File: src/rtl/sdpw_pkg.sv
package sdpw_pkg;

    // Command code on {RAS#, CAS#, WE#}, chip select held low while active
    typedef enum logic [2:0] {
        CMD_NOP = 3'b111,
        CMD_ACT = 3'b011,
        CMD_WR  = 3'b100,
        CMD_BST = 3'b110
    } sd_cmd_e;

    typedef enum logic [1:0] {
        ST_IDLE,
        ST_OPEN,
        ST_TERM,
        ST_RECOV
    } seq_st_e;

endpackage

File: src/rtl/sdpw_delay.sv
// Loadable down counter; expired is high while the count rests at zero.
module sdpw_delay #(
    parameter int W = 2
) (
    input  logic         clk,
    input  logic         rst_n,
    input  logic         load,
    input  logic [W-1:0] load_val,
    output logic         expired
);

    logic [W-1:0] cnt_d, cnt_q;

    always_comb begin
        cnt_d = cnt_q;
        if (load) begin
            cnt_d = load_val;
        end else if (cnt_q != '0) begin
            cnt_d = cnt_q - 1'b1;
        end
    end

    always_ff @(posedge clk or negedge rst_n) begin
        if (!rst_n) begin
            cnt_q <= '0;
        end else begin
            cnt_q <= cnt_d;
        end
    end

    assign expired = (cnt_q == '0);

endmodule

File: src/rtl/sdpw_words.sv
// Remaining-word counter for one burst; a zero load means a whole page.
module sdpw_words #(
    parameter int PAGE  = 256,
    parameter int CNT_W = 9
) (
    input  logic             clk,
    input  logic             rst_n,
    input  logic             load,
    input  logic [CNT_W-1:0] load_val,
    input  logic             dec,
    output logic             last
);

    logic [CNT_W-1:0] rem_d, rem_q;

    always_comb begin
        rem_d = rem_q;
        if (load) begin
            rem_d = (load_val == '0) ? CNT_W'(PAGE) : load_val;
        end else if (dec) begin
            rem_d = rem_q - 1'b1;
        end
    end

    always_ff @(posedge clk or negedge rst_n) begin
        if (!rst_n) begin
            rem_q <= '0;
        end else begin
            rem_q <= rem_d;
        end
    end

    assign last = (rem_q == CNT_W'(1));

    // no word is taken once the requested count is used up
    a_r6_no_underflow: assert property (@(posedge clk) disable iff (!rst_n)
        dec |-> (rem_q != '0));

endmodule

File: src/rtl/sdram_page_writer.sv
module sdram_page_writer
    import sdpw_pkg::*;
#(
    parameter int BANK_W = 2,
    parameter int ROW_W  = 12,
    parameter int COL_W  = 8,
    parameter int ADDR_W = 12,
    parameter int DATA_W = 32,
    parameter int T_RCD  = 3,
    parameter int T_WR   = 2
) (
    input  logic                clk,
    input  logic                rst_n,
    input  logic                req_valid,
    input  logic [BANK_W-1:0]   req_bank,
    input  logic [ROW_W-1:0]    req_row,
    input  logic [COL_W-1:0]    req_col,
    input  logic [COL_W:0]      req_count,
    output logic                busy,
    output logic                precharge_ok,
    input  logic                wr_valid,
    input  logic [DATA_W-1:0]   wr_data,
    output logic                wr_ready,
    output logic                sd_cs_n,
    output logic                sd_ras_n,
    output logic                sd_cas_n,
    output logic                sd_we_n,
    output logic [BANK_W-1:0]   sd_ba,
    output logic [ADDR_W-1:0]   sd_addr,
    output logic [DATA_W-1:0]   sd_dq,
    output logic                sd_dq_oe,
    output logic [DATA_W/8-1:0] sd_dqm
);

    localparam int PAGE    = 1 << COL_W;
    localparam int CNT_W   = COL_W + 1;
    localparam int MASK_W  = DATA_W / 8;
    localparam int DLY_MAX = (T_RCD > T_WR) ? T_RCD : T_WR;
    localparam int DLY_W   = $clog2(DLY_MAX + 1);
    localparam int GAP_W   = $clog2(T_RCD + 1);

    typedef struct packed {
        seq_st_e             st;
        logic                started;
        logic                opened;
        logic                cs_n;
        sd_cmd_e             cmd;
        logic [BANK_W-1:0]   ba;
        logic [ADDR_W-1:0]   addr;
        logic [DATA_W-1:0]   dq;
        logic                dq_oe;
        logic [MASK_W-1:0]   dqm;
        logic [COL_W-1:0]    col;
    } seq_t;

    localparam seq_t S_RESET = '{
        st:      ST_IDLE,
        started: 1'b0,
        opened:  1'b0,
        cs_n:    1'b1,
        cmd:     CMD_NOP,
        ba:      '0,
        addr:    '0,
        dq:      '0,
        dq_oe:   1'b0,
        dqm:     '1,
        col:     '0
    };

    seq_t s_d, s_q;

    logic             dly_load;
    logic [DLY_W-1:0] dly_val;
    logic             dly_expired;
    logic             cnt_load;
    logic             cnt_dec;
    logic             cnt_last;
    logic             take;

    // Row-to-column wait and write recovery share one counter; they never overlap.
    sdpw_delay #(
        .W (DLY_W)
    ) u_delay (
        .clk      (clk),
        .rst_n    (rst_n),
        .load     (dly_load),
        .load_val (dly_val),
        .expired  (dly_expired)
    );

    sdpw_words #(
        .PAGE  (PAGE),
        .CNT_W (CNT_W)
    ) u_words (
        .clk      (clk),
        .rst_n    (rst_n),
        .load     (cnt_load),
        .load_val (req_count),
        .dec      (cnt_dec),
        .last     (cnt_last)
    );

    assign busy         = (s_q.st != ST_IDLE) && !((s_q.st == ST_RECOV) && dly_expired);
    assign wr_ready     = (s_q.st == ST_OPEN) && dly_expired;
    assign precharge_ok = s_q.opened && !busy;
    assign take         = wr_ready && wr_valid;

    always_comb begin
        s_d       = s_q;
        s_d.cs_n  = 1'b0;
        s_d.cmd   = CMD_NOP;
        s_d.addr  = '0;
        s_d.dq_oe = 1'b0;
        s_d.dqm   = '1;
        dly_load  = 1'b0;
        dly_val   = '0;
        cnt_load  = 1'b0;
        cnt_dec   = 1'b0;

        if (!busy) begin
            if (req_valid) begin
                s_d.st      = ST_OPEN;
                s_d.cmd     = CMD_ACT;
                s_d.ba      = req_bank;
                s_d.addr    = ADDR_W'(req_row);
                s_d.col     = req_col;
                s_d.started = 1'b0;
                s_d.opened  = 1'b1;
                dly_load    = 1'b1;
                dly_val     = DLY_W'(T_RCD - 1);
                cnt_load    = 1'b1;
            end else begin
                s_d.st = ST_IDLE;
            end
        end else begin
            case (s_q.st)
                ST_OPEN: begin
                    if (take) begin
                        s_d.dq      = wr_data;
                        s_d.dq_oe   = 1'b1;
                        s_d.dqm     = '0;
                        s_d.started = 1'b1;
                        cnt_dec     = 1'b1;
                        if (!s_q.started) begin
                            s_d.cmd  = CMD_WR;
                            s_d.addr = ADDR_W'(s_q.col);
                        end
                        if (cnt_last) begin
                            s_d.st = ST_TERM;
                        end
                    end else if (wr_ready && s_q.started) begin
                        s_d.cmd  = CMD_BST;
                        s_d.st   = ST_RECOV;
                        dly_load = 1'b1;
                        dly_val  = DLY_W'(T_WR - 1);
                    end
                end
                ST_TERM: begin
                    s_d.cmd  = CMD_BST;
                    s_d.st   = ST_RECOV;
                    dly_load = 1'b1;
                    dly_val  = DLY_W'(T_WR - 1);
                end
                default: begin
                    s_d.st = s_q.st;
                end
            endcase
        end
    end

    always_ff @(posedge clk or negedge rst_n) begin
        if (!rst_n) begin
            s_q <= S_RESET;
        end else begin
            s_q <= s_d;
        end
    end

    assign sd_cs_n  = s_q.cs_n;
    assign sd_ras_n = s_q.cmd[2];
    assign sd_cas_n = s_q.cmd[1];
    assign sd_we_n  = s_q.cmd[0];
    assign sd_ba    = s_q.ba;
    assign sd_addr  = s_q.addr;
    assign sd_dq    = s_q.dq;
    assign sd_dq_oe = s_q.dq_oe;
    assign sd_dqm   = s_q.dqm;

    // Cycles since ACTIVE reached the pins, saturating at T_RCD
    logic [GAP_W-1:0] gap_d, gap_q;

    always_comb begin
        gap_d = gap_q;
        if (s_q.cmd == CMD_ACT) begin
            gap_d = GAP_W'(1);
        end else if (gap_q < GAP_W'(T_RCD)) begin
            gap_d = gap_q + 1'b1;
        end
    end

    always_ff @(posedge clk or negedge rst_n) begin
        if (!rst_n) begin
            gap_q <= GAP_W'(T_RCD);
        end else begin
            gap_q <= gap_d;
        end
    end

    // row-to-column delay honoured on the pins
    a_r3_rcd_spacing: assert property (@(posedge clk) disable iff (!rst_n)
        (s_q.cmd == CMD_WR) |-> (gap_q >= GAP_W'(T_RCD)));

    // no auto-precharge, upper address bits clear on WRITE
    a_r4_no_auto_pre: assert property (@(posedge clk) disable iff (!rst_n)
        (s_q.cmd == CMD_WR) |-> (sd_addr[ADDR_W-1:COL_W] == '0));

    // every driven word writes all bytes
    a_r5_bytes_enabled: assert property (@(posedge clk) disable iff (!rst_n)
        sd_dq_oe |-> (sd_dqm == '0));

    // data phase always closes with BURST TERMINATE
    a_r6_term_follows: assert property (@(posedge clk) disable iff (!rst_n)
        $fell(sd_dq_oe) |-> (s_q.cmd == CMD_BST));

    // bank lines unchanged across WRITE and BURST TERMINATE
    a_r10_bank_held: assert property (@(posedge clk) disable iff (!rst_n)
        ((s_q.cmd == CMD_WR) || (s_q.cmd == CMD_BST)) |-> $stable(sd_ba));

endmodule

File: config.mk
export PLATFORM = sky130hd
export DESIGN_NAME = sdram_page_writer
export DESIGN_NICKNAME = d
export VERILOG_FILES = /design/src/rtl/sdpw_pkg.sv /design/src/rtl/sdpw_delay.sv /design/src/rtl/sdpw_words.sv /design/src/rtl/sdram_page_writer.sv
export SDC_FILE = /design/constraint.sdc
export NUM_CORES = 1
export LEC_CHECK = 0
export ABC_CLOCK_PERIOD_IN_PS = 3350
export BUFFER_PORTS_ARGS = -buffer_cell sky130_fd_sc_hd__buf_2
export CAP_MARGIN = 10
export CORE_UTILIZATION = 30
export CTS_CLUSTER_DIAMETER = 100
export CTS_CLUSTER_SIZE = 24
export DETAILED_ROUTE_END_ITERATION = 16
export PLACE_DENSITY = 0.65
export SYNTH_ARGS = -nofsm -noshare
export SYNTH_HDL_FRONTEND = slang
export SYNTH_SLANG_ARGS = --single-unit
File: constraint.sdc
create_clock -name clk -period 3.35 [get_ports clk]
set_input_delay 0.1675 -clock clk [delete_from_list [all_inputs] [get_ports clk]]
set_output_delay 0.1675 -clock clk [all_outputs]
set_load 0.02 [all_outputs]
Word-level counts from Yosys, hierarchy flattened:

Cells that the tools add are included.

* flip-flop bits (word level): 78
* latch bits: 0
* memory bits (writable): 0
* bits in read-only memories: 0
* input bits: 67
* output and inout port bits: 58
* word-level logic and storage cells: 83
* memories: 0

* add/sub/neg operators: 2
* $mul: 0
* div/mod/pow operators: 0
* $lt $le $gt $ge: 0
* equal/unequal tests: 9
* shifts and indexed selects: 0
* multiplexer cells: 39
* bitwise gates (word level): 1
* reduce and logical (&&, ||, !) cells: 19

Operators with widths (number)
* two-way mux 45 bit: 2
* two-way mux 9 bit: 3
* two-way mux 2 bit: 11
* two-way mux 17 bit: 1
* two-way mux 1 bit: 13
* two-way mux 12 bit: 1
* one-hot mux 2 bit (2 select lines): 3
* nonzero test 2 bit: 5
* equality test 9 x 1 -> 1 bit (second input constant): 1
* logical NOT 9 bit: 1
* AND reduction 3 bit: 3
* subtractor 9 x 1 -> 9 bit (second input constant): 1
* two-way mux 8 bit: 1
* logical AND 1 bit: 6
* two-way mux 3 bit: 2
* two-way mux 5 bit: 1
* equality test 2 bit (second input constant): 2
* inequality test 2 x 1 -> 1 bit (second input constant): 2
* inequality test 4 x 3 -> 1 bit (second input constant): 1
* inequality test 4 bit (second input constant): 1
* inequality test 3 x 1 -> 1 bit (second input constant): 1
* equality test 2 x 1 -> 1 bit (second input constant): 1
* logical NOT 1 bit: 2
* logical NOT 2 bit: 1
* other kinds (4): 4

Depth between registers and ports, before layout:

Gate-level depths: netlist of run 1.

* depth after elaboration: 8
* gate-level depth with buffers: 10
* gate-level depth less buffers: 7

By module:

Synthesis of run 1 repeated with hierarchy kept, for this count alone.

* cell total of the unflattened synthesis: 371
* area total of the unflattened synthesis: 3525.9 µm²

Modules (own cells, without submodules)
* sdram_page_writer: instances 1, cells an instance 301, area each 2887.8 µm², sequential area each 1607.8 µm²
* sdpw_words: instances 1, cells an instance 58, area each 524.3 µm², sequential area each 225.2 µm²
* sdpw_delay: instances 1, cells an instance 12, area each 113.9 µm², sequential area each 50.0 µm²

Worst setup path before layout of run 1:

Ideal clock, no wire load.

* kind: flip-flop to flip-flop
* from: reg u_delay.cnt_q[0]
* to: reg u_words.rem_q[3]
* setup time: 0.123 ns
* data arrival time: 1.533 ns
* required time: 3.227 ns
* path slack: 1.695 ns
* cell stages (with the launch flop): 9
* path buffers: 1
* clock period less this slack: 1.655 ns
* path through: dfrtp_1 > inv_1 > ha_1 > buf_2 > a21oi_4 > nor2b_2 > inv_2 > a21oi_1 > o221a_2

* elaborated cells on any way between the ends: 12
* classes of those cells: mux (5); reduce/logical (7)

RTL lines
* start, declared: line sdpw_delay.sv:12 `logic [W-1:0] cnt_d, cnt_q;`
* start signal, assigned: line sdpw_delay.sv:27 `cnt_q <= cnt_d;`
* logical NOT 2 bit (*): line sdpw_delay.sv:31 `assign expired = (cnt_q == '0);`
* logical AND 1 bit (*): line sdram_page_writer.sv:103 `assign busy = (s_q.st != ST_IDLE) && !((s_q.st == ST_RECOV) && dly_expired);`
* logical NOT 1 bit (*): line sdram_page_writer.sv:103
* logical AND 1 bit (*): line sdram_page_writer.sv:103
* net busy: line sdram_page_writer.sv:19 `output logic busy,`
* two-way mux 1 bit: line sdram_page_writer.sv:120 `if (!busy) begin`
* two-way mux 9 bit / nonzero test 2 bit (equally long branches)
* end signal, assigned: line sdpw_words.sv:29 `rem_q <= rem_d;`
* end, declared: line sdpw_words.sv:14 `logic [CNT_W-1:0] rem_d, rem_q;`

Mark *: on every way through the listed nets, which the timed path passes. The rest lies on a longest branch.
A chain may end at the register's enable or synchronous reset.

==> results of run 1 <==
## sequential cells by signal, summed over array words and instances, names as in the netlist
signal and flops:
sd_dq_oe 1, sd_cs_n 1, sd_cas_n 1, sd_ras_n 1, u_words.rem_q 9, sd_ba 2, sd_dqm 1, sd_dq 32
sd_we_n 1, sd_addr 12, s_q 12, u_delay.cnt_q 2
## Yosys cell counts (all sizes together) (2+ instances only)
cell and n:
nand4b 3, nor2 9, nand2 134, xor2 4
o21ai 6, ha 7, nor3b 3, dfstp 5
o22ai 2, nor4 4, dfrtp 70, clkbuf 2
nand3 2, a21oi 6, and2 4, inv 8
nand2b 2, buf 63, nor3 2, xnor2 4
nand4 2, a22o 8, nor2b 2
## worst reg2reg max path, cell delays in order, from the launching register on
cell and delay [ns]:
dfrtp_1 0.39, inv_1 0.06, ha_1 0.37, nand4b_4 0.20, nor2_2 0.15, inv_2 0.26
nor3b_4 0.43, a22o_1 0.19
## final cells by class
type / count / area, sq um
clock buffer: 12 / 256
clock inverter: 4 / 48.8
fill: 1131 / 7250
inverter: 9 / 33.8
multi-input combinational: 219 / 1170
sequential: 75 / 1880
tap: 143 / 179
timing repair buffer: 126 / 638
## per-stage QoR
stage	hold WS [ns]	setup slack, ns	cells
4_1_cts	0.0174	1.18	588
2_1_floorplan	-0.128	1.69	368
3_3_place_gp	0.357	1.27	572
6_report	-0.0230	1.24	588
5_1_grt	0.0194	1.05	588
3_5_place_dp	0.363	1.20	572
## cells by family after synthesis
logic type                 count (synthesis)  share of synthesized area, %
AOI/OAI and AO/OA                         30                          6.30
xor gates and xnor gates                   8                          1.98
adders and majority gates                  7                          2.48
buffers and inverters                     74                          13.6
DFF                                       75                          53.3
muxes                                      1                         0.283
other                                      1                         0.106
and+or+nand+nor                          172                          22.0
## layout by cell type (no fill, tap or decap), drive strengths merged, types with 2 or more instances in the layout
| cell | count |
|---|---|
| nor2 | 9 |
| dfstp | 5 |
| nand2b | 2 |
| ha | 7 |
| nand2 | 134 |
| nor2b | 2 |
| nor4 | 4 |
| buf | 126 |
| o21ai | 6 |
| a21oi | 6 |
| o22ai | 2 |
| clkbuf | 12 |
| and2 | 4 |
| nor3b | 3 |
| a22o | 8 |
| nand3 | 2 |
| nor3 | 2 |
| dfrtp | 70 |
| xnor2 | 4 |
| inv | 8 |
| xor2 | 4 |
| nand4 | 2 |
| clkinv | 4 |
| nand4b | 3 |
## final timing paths
path / from / end / slack (ns) / cells after the start
min in group clk: req_col[6] / s_q[6]$_DFFE_PN0P_ / 0.03 / 3
hold reg to reg: sd_dq[8]$_DFFE_PN0P_ / sd_dq[8]$_DFFE_PN0P_ / 0.47 / 2
setup reg to reg: u_delay.cnt_q[0]$_DFFE_PN0P_ / sd_addr[5]$_DFF_PN0_ / 1.24 / 7
hold / removal: rst_n / sd_dq[12]$_DFFE_PN0P_ / -0.02 / 1
max in group asynchronous: rst_n / s_q[65]$_DFFE_PN0P_ / 2.78 / 1
setup / recovery: u_delay.cnt_q[0]$_DFFE_PN0P_ / sd_addr[5]$_DFF_PN0_ / 1.24 / 7
## layer usage
| metal | GRT usage [%] | part of all wire, % |
|---|---|---|
| met1 | 16.2 | 45 |
| met2 | 19.8 | 48 |
| met3 | 3.95 | 5.7 |
| met4 | 3.73 | 1.1 |
| met5 | 0 | 0 |
## power groups by stage
stage	combinational (mW)	sequential, mW	clock [mW]
final	1.45	1.51	0.963
after floorplan	1.33	1.49	0
after global routing	1.61	1.56	1.05
after CTS	1.47	1.51	0.999
after global placement	1.43	1.51	0
after detailed placement	1.46	1.52	0
==> flow_summary.json, run 1 <==
{
  "outcome": "finished, violations left",
  "violations": "negative hold slack",
  "setup_tns_ns": 0,
  "netlist_instances": 368,
  "cp.required_ns": 3.61,
  "power.switching_mw": 1.49,
  "hold_viol_final": 9,
  "post_drt_wl_per_cell_um": 12.2,
  "io_buffers": 124,
  "setup_viol": 0,
  "cts_root_buf": "clkbuf_16",
  "path_cells": "inv_1 -> ha_1 -> nand4b_4 -> nor2_2 -> inv_2 -> nor3b_4 -> a22o_1",
  "cts.htree.levels": 3,
  "cap_violations": 0,
  "initial_core_util_pct": 30.8,
  "ios": 125,
  "ir_worst_vdd_uv": 449,
  "power.internal_mw": 2.43,
  "ys_async_sr_fraction_pct": 100,
  "avgSynthCellArea_sq_um": 9.61,
  "worst_slew_pin_slew_ns": 0.917,
  "critPathMaxStageDelay_ns": 0.43,
  "yosysUniqueCellTypes": 48,
  "synthToLayoutAreaGrowth_pct": 19.1,
  "die_area_sq_mm": 0.0122,
  "combPwrFrac_pct": 37.0,
  "grt_pass1_vias": 2478,
  "drcViolationCount": 0,
  "vias_per_cell": 4.31,
  "power_density_mw_per_mm2": 930,
  "synth-seq-cells": 75,
  "swShare_pct": 37.9,
  "hpwl_um": 5160,
  "relSlewSlack_pct": 38.9,
  "fin_crit_sh_pct": 63.1,
  "period_minus_slack_ns": 2.11,
  "antenna_found_initial": 0,
  "seqPwrFrac_pct": 38.4,
  "diodes": 0,
  "syn_area_sq_mm": 0.00354,
  "p_leak_nw": 2.25,
  "grt_start_max_net_pins": 76,
  "min_path_type": "in2async",
  "crit_slowest_cell": "nor3b_4",
  "final_util_pct": 36.7,
  "fin_skew_ns": 0.00957,
  "maxSlewViolCount": 0,
  "rsz0062_at_grt": "false",
  "clk_pin_slew_ns": 0.06,
  "row_count": 39,
  "critPathKind": "reg2reg",
  "final_nets": 514,
  "worst_ep_arrival_time_ns": 2.37,
  "p_total_mw": 3.92,
  "place_area_sq_mm": 0.00391,
  "post_cts_buffers": 0,
  "post_cts_resized": 0,
  "first_iter_violations": 189,
  "synth_top_area_share_pct": 49.5,
  "syn_nets": 442,
  "start_kind": "flip-flop",
  "grt_usage_pct": 12.5,
  "die_w_um": 111,
  "synth_edf_count": 0,
  "crit_family": "simple AND/OR/NAND/NOR gates",
  "ys_warn_count": 0,
  "core_area_sq_mm": 0.0115,
  "drtPass1Iterations": 4,
  "globalRoute.totalOverflow": 0,
  "ys_top_cells_by_area": "dfrtp_1 (50%), nand2_1 (14%), buf_4 (11%)",
  "crit_buf_inv": 2,
  "postRouteAntennaNets": 0,
  "cts_tree": "done",
  "critPathMaxFanout": 39,
  "final_area_sq_mm": 0.00421,
  "p_clk_share_pct": 24.6,
  "via_count": 2537,
  "max_freq_ghz": 0.473,
  "die_y_um": 111,
  "grt_pass1_wl_um": 12100,
  "yosysTopAreaCell": "dfrtp_1",
  "routed_wl_um": 7190,
  "yosysSeqAreaShare_pct": 53.3,
  "drive_above_1_share_pct": 35.5,
  "synthFlopType": "dfrtp_1",
  "clock-sinks": 75,
  "clk_path_buf_depth": 2,
  "gp_congestion": 0.787,
  "clk_latency_ns": 0.32,
  "timing.hold.ws_ns": -0.0230,
  "numCtsBuffers": 9,
  "end_kind": "flip-flop",
  "postCtsHoldBufs": 0
}
(Power assumes the default switching activity.)
==> run 2, diff against run 1 <==
Settings changed: ABC_AREA set to 1, ABC_CLOCK_PERIOD_IN_PS 3350 to 2050, PLACE_DENSITY 0.65 to 0.64.
Clock period 3.35 ns to 2.05 ns, I/O delays scaled along.
==> flow_summary.json, run 2 <==
{
  "power_density_mw_per_mm2": 1370,
  "cts_tree": "done",
  "ir_worst_vdd_uv": 377,
  "grt_usage_pct": 13.5,
  "antenna_found_initial": 0,
  "initial_core_util_pct": 30.6,
  "grt_pass1_wl_um": 13700,
  "routed_wl_um": 8670,
  "yosysUniqueCellTypes": 33,
  "period_minus_slack_ns": 1.80,
  "use_met2_pct": 22.5,
  "power.switching_mw": 2.84,
  "ys_top_cells_by_area": "dfrtp_1 (46%), nand2_1 (16%), buf_4 (11%)",
  "fin_crit_sh_pct": 87.7,
  "setup_tns_ns": 0,
  "synth-xor-area-share_pct": 0.228,
  "hold_depth": 3,
  "cts_root_buf": "clkbuf_16",
  "largest_register_ffs": 32,
  "critPathMaxFanout": 20,
  "clock-sinks": 75,
  "drtPass1Iterations": 4,
  "swShare_pct": 41.5,
  "numCtsBuffers": 9,
  "final_common_cell": "nand2_1",
  "die_w_um": 115,
  "die_y_um": 115,
  "combPwrFrac_pct": 43.7,
  "synthFlopType": "dfrtp_1",
  "post_drt_wl_per_cell_um": 11.6,
  "start_kind": "flip-flop",
  "yosysSeqAreaShare_pct": 48.9,
  "first_iter_violations": 112,
  "io_buffers": 124,
  "clk_latency_ns": 0.33,
  "avgSynthCellArea_sq_um": 8.65,
  "synth_edf_count": 0,
  "gp_congestion": 0.813,
  "fin_cells": 750,
  "syn_nets": 519,
  "synth_common_cells": "nand2_1 (160), dfrtp_1 (70), buf_4 (54)",
  "cap_violations": 0,
  "row_count": 41,
  "postRouteAntennaNets": 0,
  "netlist_instances": 445,
  "ff2ff_path_depth": 9,
  "final_nets": 647,
  "drcViolationCount": 0,
  "cts.htree.levels": 3,
  "core_area_sq_mm": 0.0126,
  "cp.required_ns": 2.32,
  "grt_pass1_vias": 2971,
  "synth-compound-area-share_pct": 4.55,
  "final_cell_mix": "nand2_1 (160), buf_2 (123), dfrtp_1 (70)",
  "drive_above_1_share_pct": 29.9,
  "maxSlewViolCount": 0,
  "dp.cells": 682,
  "synth-seq-cells": 75,
  "worst_ep_arrival_time_ns": 2.06,
  "ys_warn_count": 0,
  "grt_start_max_net_pins": 40,
  "critPathKind": "reg2reg",
  "seqPwrFrac_pct": 35.7,
  "hold_viol_final": 0,
  "globalRoute.totalOverflow": 0,
  "synth_top_family_by_area": "simple AND/OR/NAND/NOR gates",
  "grt_use_met1_pct": 16.5,
  "ys_async_sr_fraction_pct": 100,
  "grt_most_used_layer": "met2",
  "via_count": 3114,
  "clk_pin_slew_ns": 0.06,
  "end_kind": "flip-flop",
  "power.internal_mw": 4.00,
  "min_path_type": "in2reg",
  "outcome": "complete, no violations",
  "yosysTopAreaCell": "dfrtp_1",
  "post_cts_buffers": 0,
  "vias_per_cell": 4.15,
  "max_freq_ghz": 0.556,
  "synthAdderAreaFrac_pct": 2.28,
  "p_leak_nw": 2.71,
  "clk_path_buf_depth": 2,
  "fin_skew_ns": 0.00434,
  "synthMuxAreaShare_pct": 0,
  "rsz0062_at_grt": "false",
  "synth_top_area_share_pct": 45.5,
  "yosys.area_share.simple_pct": 26.3,
  "hpwl_um": 5810,
  "synthToLayoutAreaGrowth_pct": 30.0,
  "grt_util_met3_pct": 3.85,
  "die_area_sq_mm": 0.0133,
  "diodes": 0,
  "ios": 125,
  "setup_viol": 0,
  "p_clk_share_pct": 20.6,
  "syn_area_sq_mm": 0.00385,
  "yosysMostFrequentCell": "nand2_1"
}
==> run 2: critical path, cell delays in order (launching register included) <==
cell and delay [ns]:
dfrtp_1 0.38, inv_1 0.07, ha_2 0.29, nand2_4 0.10, nand2_8 0.12, inv_6 0.08, nand2_4 0.21, buf_4 0.32
nand2_1 0.09, nand2_1 0.06
==> run 2: routing by layer <==
| metal | vias up | share of wire, % | wire length [um] |
|---|---|---|---|
| met5 | - | 0 | 0 |
| met4 | 0 | 1.6 | 138 |
| met3 | 11 | 4.9 | 424 |
| met2 | 82 | 48 | 4130 |
| met1 | 1445 | 46 | 3970 |
| li1 | 1576 | - | - |
==> run 2: power groups by stage <==
stage / combinational, mW / clock, mW / sequential, mW
floorplan: 2.71 / 0 / 2.41
global placement: 2.86 / 0 / 2.43
detailed placement: 2.93 / 0 / 2.45
CTS: 3.01 / 1.47 / 2.44
global route: 3.38 / 1.52 / 2.51
finish: 2.99 / 1.41 / 2.44
==> run 2: worst paths after layout <==
kind / to / from / slack (ns)
max in group asynchronous: sd_we_n$_DFF_PN1_ / rst_n / 1.11
min in group asynchronous: sd_dq[8]$_DFFE_PN0P_ / rst_n / 0.29
setup / recovery: sd_dq[1]$_DFFE_PN0P_ / u_delay.cnt_q[0]$_DFFE_PN0P_ / 0.25
setup reg to reg: sd_dq[1]$_DFFE_PN0P_ / u_delay.cnt_q[0]$_DFFE_PN0P_ / 0.25
hold reg to reg: s_q[63]$_DFFE_PN0P_ / s_q[63]$_DFFE_PN0P_ / 0.45
hold / removal: sd_addr[6]$_DFF_PN0_ / req_row[6] / 0.01
==> run 2: cell families (layout without fill, tap and decap cells) <==
group | after synthesis | after routing
other | 1 | 1
adders and majority gates | 7 | 7
xor gates and xnor gates | 1 | 1
DFF | 75 | 75
buffers and inverters | 101 | 234
and+or+nand+nor | 228 | 228
AOI/OAI and AO/OA | 32 | 32
==> run 2: layout make-up <==
class / instances / area [sq um]
clock buffers: 13 / 250
fillers: 1239 / 7570
well taps: 172 / 215
repair buffers: 182 / 1200
clock inverters: 3 / 15.0
flip-flops and latches: 75 / 1880
multi-input cells: 269 / 1290
inverters: 36 / 148
==> run 2: through the flow <==
| stage | area, sq um | setup slack [ns] | hold slack, ns | utilization (%) | total power, mW |
|---|---|---|---|---|---|
| 2_1_floorplan | 3850 | 0.566 | -0.193 | - | 5.12 |
| 3_3_place_gp | 4210 | 0.216 | 0.100 | 33.5 | 5.30 |
| 4_1_cts | 5000 | 0.148 | 0.00126 | 39.8 | 6.91 |
| 3_5_place_dp | 4210 | 0.157 | 0.105 | 33.5 | 5.38 |
| 6_report | 5000 | 0.253 | 0.0107 | 39.8 | 6.84 |
| 5_1_grt | 5000 | 0.0969 | 0.00955 | 39.8 | 7.41 |
==> run 2: what timing repair did <==
action | CTS | global route
endpoints found under the setup margin | 0 | 4
hold buffers | 52 | 0
endpoints found under the hold margin | 84 | 0
resized for setup | 0 | 1
